**config.mk**
```make
export PLATFORM = sky130hd
export DESIGN_NAME = sdram_cmd_seq
export DESIGN_NICKNAME = d
export VERILOG_FILES = /design/src/rtl/sdram_seq_pkg.sv /design/src/rtl/seq_cfg_check.sv /design/src/rtl/seq_timing.sv /design/src/rtl/seq_counter.sv /design/src/rtl/seq_cmd_out.sv /design/src/rtl/sdram_cmd_seq.sv
export SDC_FILE = /design/constraint.sdc
export NUM_CORES = 1
export LEC_CHECK = 0
export CAP_MARGIN = 20
export CORE_MARGIN = 2
export CORE_UTILIZATION = 25
export DETAILED_ROUTE_END_ITERATION = 7
export PLACE_DENSITY = 0.42
export SETUP_SLACK_MARGIN = 0.2
export SYNTH_ARGS = -nofsm -noshare
export SYNTH_HDL_FRONTEND = slang
export SYNTH_SLANG_ARGS = --single-unit
```
**constraint.sdc**
```tcl
create_clock -name clk -period 7.7 [get_ports clk]
set_input_delay 1.54 -clock clk [delete_from_list [all_inputs] [get_ports clk]]
set_output_delay 1.54 -clock clk [all_outputs]
set_load 0.02 [all_outputs]
```
**src/rtl/sdram_seq_pkg.sv**
```systemverilog
package sdram_seq_pkg;

  // Command line pattern, ordered {cs_n, ras_n, cas_n, we_n}
  typedef enum logic [3:0] {
    CMD_IDLE  = 4'b1111,
    CMD_ACT   = 4'b0011,
    CMD_READ  = 4'b0101,
    CMD_WRITE = 4'b0100,
    CMD_PRE   = 4'b0010
  } sd_cmd_e;

  // Fields captured at request acceptance
  typedef struct packed {
    logic       wr;
    logic       burst8;
    logic [1:0] cas_lat;
    logic [1:0] rd_pre;
    logic [1:0] wr_rec;
    logic       amux_en;
    logic       cmd_buf;
    logic [1:0] act_dly;
  } seq_cfg_t;

  // Recovery code to cycles: 00 means four
  function automatic logic [2:0] rec_cycles(input logic [1:0] code);
    return (code == 2'b00) ? 3'd4 : {1'b0, code};
  endfunction

endpackage

```
**src/rtl/seq_cfg_check.sv**
```systemverilog
module seq_cfg_check (
  input  logic [1:0] cas_lat,
  input  logic [1:0] rd_pre,
  input  logic       amux_en,
  input  logic [1:0] act_dly,
  output logic       bad
);
  logic cl_bad, pre_bad, dly_bad, mux_bad;

  always_comb begin
    cl_bad  = (cas_lat == 2'b00);
    pre_bad = (rd_pre == 2'b11);
    dly_bad = (act_dly == 2'b00);
    // the extra mux cycle needs at least two cycles before the column command
    mux_bad = amux_en && (act_dly == 2'b01);
    bad     = cl_bad | pre_bad | dly_bad | mux_bad;
  end
endmodule

```
**src/rtl/seq_timing.sv**
```systemverilog
module seq_timing
  import sdram_seq_pkg::*;
#(
  parameter int CW = 6
) (
  input  seq_cfg_t        cfg,
  output logic [CW-1:0]   t_act,
  output logic [CW-1:0]   t_col,
  output logic [CW-1:0]   t_first,
  output logic [CW-1:0]   t_last,
  output logic [CW-1:0]   t_pre,
  output logic [CW-1:0]   t_end
);
  logic [CW-1:0] span, pre_done;

  always_comb begin
    span     = cfg.burst8 ? CW'(7) : CW'(3);
    t_act    = CW'(cfg.amux_en) + CW'(cfg.cmd_buf);
    t_col    = t_act + CW'(cfg.act_dly) + CW'(cfg.cmd_buf);
    t_first  = cfg.wr ? t_col : t_col + CW'(cfg.cas_lat);
    t_last   = t_first + span;
    t_pre    = cfg.wr ? t_last + CW'(rec_cycles(cfg.wr_rec))
                      : t_last - CW'(cfg.rd_pre);
    pre_done = t_pre + CW'(1);
    t_end    = (pre_done > t_last) ? pre_done : t_last;
  end
endmodule

```
**src/rtl/seq_counter.sv**
```systemverilog
module seq_counter #(
  parameter int CW = 6
) (
  input  logic          clk,
  input  logic          rst_n,
  input  logic          start,
  input  logic [CW-1:0] t_end,
  output logic          busy,
  output logic [CW-1:0] tcnt
);
  always_ff @(posedge clk or negedge rst_n) begin
    if (!rst_n) begin
      busy <= 1'b0;
      tcnt <= '0;
    end else if (start) begin
      busy <= 1'b1;
      tcnt <= '0;
    end else if (busy) begin
      if (tcnt == t_end) begin
        busy <= 1'b0;
        tcnt <= '0;
      end else begin
        tcnt <= tcnt + CW'(1);
      end
    end
  end

  // the timeline never runs past its final cycle
  p_cnt_bound_r9: assert property (@(posedge clk) disable iff (!rst_n)
    busy |-> (tcnt <= t_end));
endmodule

```
**src/rtl/seq_cmd_out.sv**
```systemverilog
module seq_cmd_out
  import sdram_seq_pkg::*;
#(
  parameter int CW = 6
) (
  input  logic          clk,
  input  logic          rst_n,
  input  logic          busy,
  input  logic [CW-1:0] tcnt,
  input  logic          stretch,
  input  logic          wr,
  input  logic [CW-1:0] t_act,
  input  logic [CW-1:0] t_col,
  input  logic [CW-1:0] t_pre,
  output logic [3:0]    cmd
);
  localparam int NCMD = 3;

  logic [CW-1:0] issue [NCMD];
  logic [3:0]    pat   [NCMD];
  logic [NCMD-1:0] hold, fire;

  always_comb begin
    issue[0] = t_act;  pat[0] = CMD_ACT;
    issue[1] = t_col;  pat[1] = wr ? CMD_WRITE : CMD_READ;
    issue[2] = t_pre;  pat[2] = CMD_PRE;
  end

  for (genvar i = 0; i < NCMD; i++) begin : g_win
    assign fire[i] = busy && (tcnt == issue[i]);
    assign hold[i] = fire[i] || (busy && stretch && (tcnt + CW'(1) == issue[i]));
  end

  always_comb begin
    cmd = CMD_IDLE;
    for (int i = 0; i < NCMD; i++) begin
      if (hold[i]) cmd = {~fire[i], pat[i][2:0]};
    end
  end

  // command windows never overlap
  p_one_cmd_r8: assert property (@(posedge clk) disable iff (!rst_n)
    $onehot0(hold));

  // in stretched mode the strobe pattern was already present a cycle earlier
  p_stretch_r7: assert property (@(posedge clk) disable iff (!rst_n)
    (stretch && busy && !cmd[3]) |-> ($past(cmd[2:0]) == cmd[2:0] && $past(cmd[3])));
endmodule

```
**src/rtl/sdram_cmd_seq.sv**
```systemverilog
module sdram_cmd_seq
  import sdram_seq_pkg::*;
#(
  parameter int CW = 6
) (
  input  logic       clk,
  input  logic       rst_n,
  input  logic       req_valid,
  output logic       req_ready,
  input  logic       req_write,
  input  logic       cfg_burst8,
  input  logic [1:0] cfg_cas_lat,
  input  logic [1:0] cfg_rd_pre,
  input  logic [1:0] cfg_wr_rec,
  input  logic       cfg_amux_en,
  input  logic       cfg_cmd_buf,
  input  logic [1:0] cfg_act_dly,
  output logic       cfg_err,
  output logic       sd_cs_n,
  output logic       sd_ras_n,
  output logic       sd_cas_n,
  output logic       sd_we_n,
  output logic       amux_sel,
  output logic       data_valid,
  output logic       done
);
  seq_cfg_t      cfg_q;
  logic          busy, accept;
  logic [CW-1:0] tcnt;
  logic [CW-1:0] t_act, t_col, t_first, t_last, t_pre, t_end;
  logic [3:0]    cmd;

  seq_cfg_check u_check (
    .cas_lat (cfg_cas_lat),
    .rd_pre  (cfg_rd_pre),
    .amux_en (cfg_amux_en),
    .act_dly (cfg_act_dly),
    .bad     (cfg_err)
  );

  assign req_ready = !busy && !cfg_err;
  assign accept    = req_valid && req_ready;

  always_ff @(posedge clk or negedge rst_n) begin
    if (!rst_n) begin
      cfg_q <= '0;
    end else if (accept) begin
      cfg_q <= '{wr: req_write, burst8: cfg_burst8, cas_lat: cfg_cas_lat,
                 rd_pre: cfg_rd_pre, wr_rec: cfg_wr_rec, amux_en: cfg_amux_en,
                 cmd_buf: cfg_cmd_buf, act_dly: cfg_act_dly};
    end
  end

  seq_timing #(.CW(CW)) u_timing (
    .cfg     (cfg_q),
    .t_act   (t_act),
    .t_col   (t_col),
    .t_first (t_first),
    .t_last  (t_last),
    .t_pre   (t_pre),
    .t_end   (t_end)
  );

  seq_counter #(.CW(CW)) u_count (
    .clk   (clk),
    .rst_n (rst_n),
    .start (accept),
    .t_end (t_end),
    .busy  (busy),
    .tcnt  (tcnt)
  );

  seq_cmd_out #(.CW(CW)) u_cmd (
    .clk     (clk),
    .rst_n   (rst_n),
    .busy    (busy),
    .tcnt    (tcnt),
    .stretch (cfg_q.cmd_buf),
    .wr      (cfg_q.wr),
    .t_act   (t_act),
    .t_col   (t_col),
    .t_pre   (t_pre),
    .cmd     (cmd)
  );

  assign {sd_cs_n, sd_ras_n, sd_cas_n, sd_we_n} = cmd;
  assign amux_sel   = busy && (tcnt <= t_act);
  assign data_valid = busy && (tcnt >= t_first) && (tcnt <= t_last);
  assign done       = busy && (tcnt == t_pre + CW'(1));

  // completion follows the PRECHARGE issue cycle
  p_done_after_pre_r10: assert property (@(posedge clk) disable iff (!rst_n)
    done |-> ($past(cmd) == CMD_PRE));

  // the mux select drops right after ACTIVATE
  p_amux_act_r6: assert property (@(posedge clk) disable iff (!rst_n)
    $fell(amux_sel) |-> ($past(cmd) == CMD_ACT));

  // a reserved request leaves the sequencer idle
  p_err_ignored_r11: assert property (@(posedge clk) disable iff (!rst_n)
    (!busy && req_valid && cfg_err) |=> (cmd == CMD_IDLE));

  // beats only flow while the handshake is closed
  p_beats_busy_r9: assert property (@(posedge clk) disable iff (!rst_n)
    data_valid |-> !req_ready);
endmodule

```
==> metrics.txt <==
sequential-to-total area share from yosys stat=approximately a fifth; FMAX=141 MHz; antenna violations before repair=0; cell taking the most area after synthesis=dfrtp_1; GRT Max-Usage Layer=met2; CTS root buf=clkbuf_8; Post-synth EDFFs=0; fin worst setup slack=0.590 ns; Crit path arrival time=5.57 ns; grt ovf=0; vias in the first global route=1960; cell count of the worst reg-to-reg path=25; Mapped Cells=around 260; first-pass GRT wire length=10.3 mm; DIE HEIGHT=101 µm; PortBufs=23; clock insertion delay at the later pin of the skew report=about 0.27 ns; Reg2Reg Setup Slack=approximately 0.80 ns; CP cell instances=ha_1 -> xor3_2 -> ha_1 -> fa_1 -> nand2b_1 -> xor2_1 -> ha_1 -> a21oi_1 -> nor2_2 -> ha_1 -> or4_1 -> o211ai_1 -> nor3b_2 -> xnor2_1 -> or4b_2 -> o21a_1 -> clkdlybuf4s50_1; CTS sink count=19; Setup crit end kind=output pin; worst reg2reg path endpoint=u_count.tcnt[2]$_DFFE_PN0P_; Relative slew margins=39.5%; Clock Skew=~0.01 ns; Sum Neg Setup Slack=0 ns; Crit Path Class=flop to output pin; post-CTS setup buffers=0; WL final=a little over 6 mm; Synth Flop Type=dfrtp_1; GRT met1 Usage=17.8%; Least-Margin Pin Slew=approximately 0.90 ns; routed vias=1919; Async SR Flop Fraction=100%; Critical Path RT=between 6 and 7 ns; clock slew at reported path FFs=0.08 ns; Die Wd=101 µm; Syn Nets=309; RR Startpoint=cfg_q[2]$_DFFE_PN0P_; share of layout cells above drive strength 1=a little over an eighth; fillers=~990; hold_sp=cfg_q[1]$_DFFE_PN0P_; Tot GR Track Use=12.7%; 1st-iter DRT viols=86; vias per inst=4.88; global placer's final weighted congestion=0.838; syn avg cell area=8.96 µm²; Critical-path top delay cell=or4b_2; crit-path max FO=6; largest net degree at the start of global routing=20; FP Rows=35; Starting Density=25.5%; GR Util met2=21.6%; Avg WL per Cell=approximately 16 µm; Final Max Slew Viols=0; synthesized flop and latch total=19; fin crit period=7.11 ns; TritonCTS clock tree=yes; Yosys top cell area share=between 20 and 25%; CTS max path bufs=2; H-tree depth=1; slowest cell delay on critical path=0.71 ns; synth warn=0; Setup-failing EPs final=0; period utilisation layout=between 90% and 100%; Layout area overhead=17.9%; Max-Cap Viols=0; Hold Path End=cfg_q[1]$_DFFE_PN0P_; Post-DRT Antenna Nets=0; Synth top cells by count=ha_1 (29), dfrtp_1 (19), inv_1 (19), xnor2_1 (19), nand2_1 (18); ANT cells=0; post-synth cell types=53; CP most frequent cell=ha_1; Placement Setup Slack=0.538 ns; Setup crit start=cfg_q[2]$_DFFE_PN0P_; Worst Hold Class=flop to flop; die footprint=approximately 10000 µm²; RSZ-0062 raised after global routing=false; DRT Pass-1 Iters=4; outcome=finished, final reports clean; core area=just over 9000 µm²; most frequent cell after synthesis=ha_1; NumNets Final=330; # IOs=24; hpwl dp=4.94 mm; detailed-route DRC error count=0; Post-Syn Area=approximately 2300 µm²; critical path launch point type=flop; WHS Path Cells=1; largest cells by area after synthesis=dfrtp_1 (20%), ha_1 (15%), xnor2_1 (7.1%), mux2_2 (6.2%), xor2_1 (5.2%); cts bufs inserted=3; final hold viol count=0; met3 Use GR=1.32%
[registers in the layout, indices dropped and copies added (netlist names)]
register / cells
cfg_q: 12
u_count.tcnt: 6
u_count.busy: 1
[logic make-up (layout without fill, tap and decap cells)]
family	Yosys count	in the layout	share of synthesized area, %
compound gates	49	49	14.8
xor+xnor	36	36	14.7
fa+ha+maj	32	32	18.0
buf+inv	27	47	4.90
flops	19	19	20.2
mux	19	19	8.95
simple gates	80	80	18.4
[final cells by class]
| cell class | count | area (µm²) | area share [%] |
|---|---|---|---|
| Multi-Input combinational cell | 216 | 1790 | 64.7 |
| Sequential cell | 19 | 477 | 17.2 |
| Timing Repair Buffer | 24 | 245 | 8.86 |
| Tap cell | 111 | 139 | 5.02 |
| Inverter | 19 | 71.3 | 2.58 |
| Clock buffer | 4 | 45.0 | 1.63 |
[metrics by stage]
step	cells	hold WS, ns	utilization [%]	cell area (µm²)
after detailed placement	389	0.512	29.2	2680
after global routing	393	0.553	30.1	2770
final	393	0.523	30.1	2770
after floorplan	262	0.479	-	2350
after CTS	393	0.532	29.6	2730
after global placement	389	0.497	29.2	2680
[routing by layer]
metal,up-vias,wire length (µm)
met3,7,194
met5,-,0
met2,34,2850
met1,904,2980
met4,0,67
li1,974,-
[layout by cell type (no fill, tap or decap), types with 2 or more instances in the layout]
cell type / Yosys / layout
a31o_2: 2 / 2
a21boi_0: 2 / 2
or4b_2: 2 / 2
nor2b_1: 3 / 3
nand3_1: 8 / 8
xnor2_1: 19 / 18
a211oi_1: 4 / 4
o21a_1: 4 / 4
o21ai_1: 5 / 6
nor4_1: 3 / 3
nor2_1: 15 / 14
xnor2_2: 1 / 2
nand4_1: 4 / 4
a21o_1: 3 / 3
clkdlybuf4s50_1: 0 / 20
fa_1: 3 / 3
dfrtp_1: 19 / 18
mux2_2: 13 / 13
clkbuf_8: 0 / 3
dlymetal6s2s_1: 0 / 3
o21ai_0: 6 / 5
xor2_1: 14 / 13
a21oi_1: 12 / 11
ha_1: 29 / 29
or4_1: 2 / 2
and3_1: 4 / 4
mux2i_1: 5 / 5
nor3_1: 4 / 4
o211ai_1: 2 / 2
nand2_1: 18 / 18
xor2_2: 1 / 2
or3_1: 2 / 2
nand2b_1: 7 / 7
inv_1: 19 / 19
a31oi_1: 2 / 2
[how the worst max path moves through the flow]
stage,to,slack [ns],depth (start not counted)
6_report,sd_cs_n,0.59,17
5_1_grt,sd_cs_n,0.26,18
4_1_cts,sd_cas_n,0.23,18
3_5_place_dp,sd_cas_n,0.54,17
3_3_place_gp,u_count.tcnt[2]$_DFFE_PN0P_,0.42,25
2_1_floorplan,sd_cas_n,1.51,16
[critical path: cells and delay by family, from the launching register on]
| family | cells | cell delay (ns) |
|---|---|---|
| XOR/XNOR | 3 | 0.84 |
| adder cells (fa/ha/maj) | 5 | 1.61 |
| AO/OA/AOI/OAI | 3 | 0.47 |
| AND/OR/NAND/NOR | 5 | 1.41 |
| flip-flops | 1 | 0.45 |
| buffers and inverters | 1 | 0.53 |
[what timing repair did]
action	in CTS	in global routing
resized for setup	0	12
hold buffers	0	0
endpoints found under the setup margin	0	12
Power is left out: the tool's default activity adds up to more than one toggle a clock period on the data nets, which glitch-free logic cannot reach.
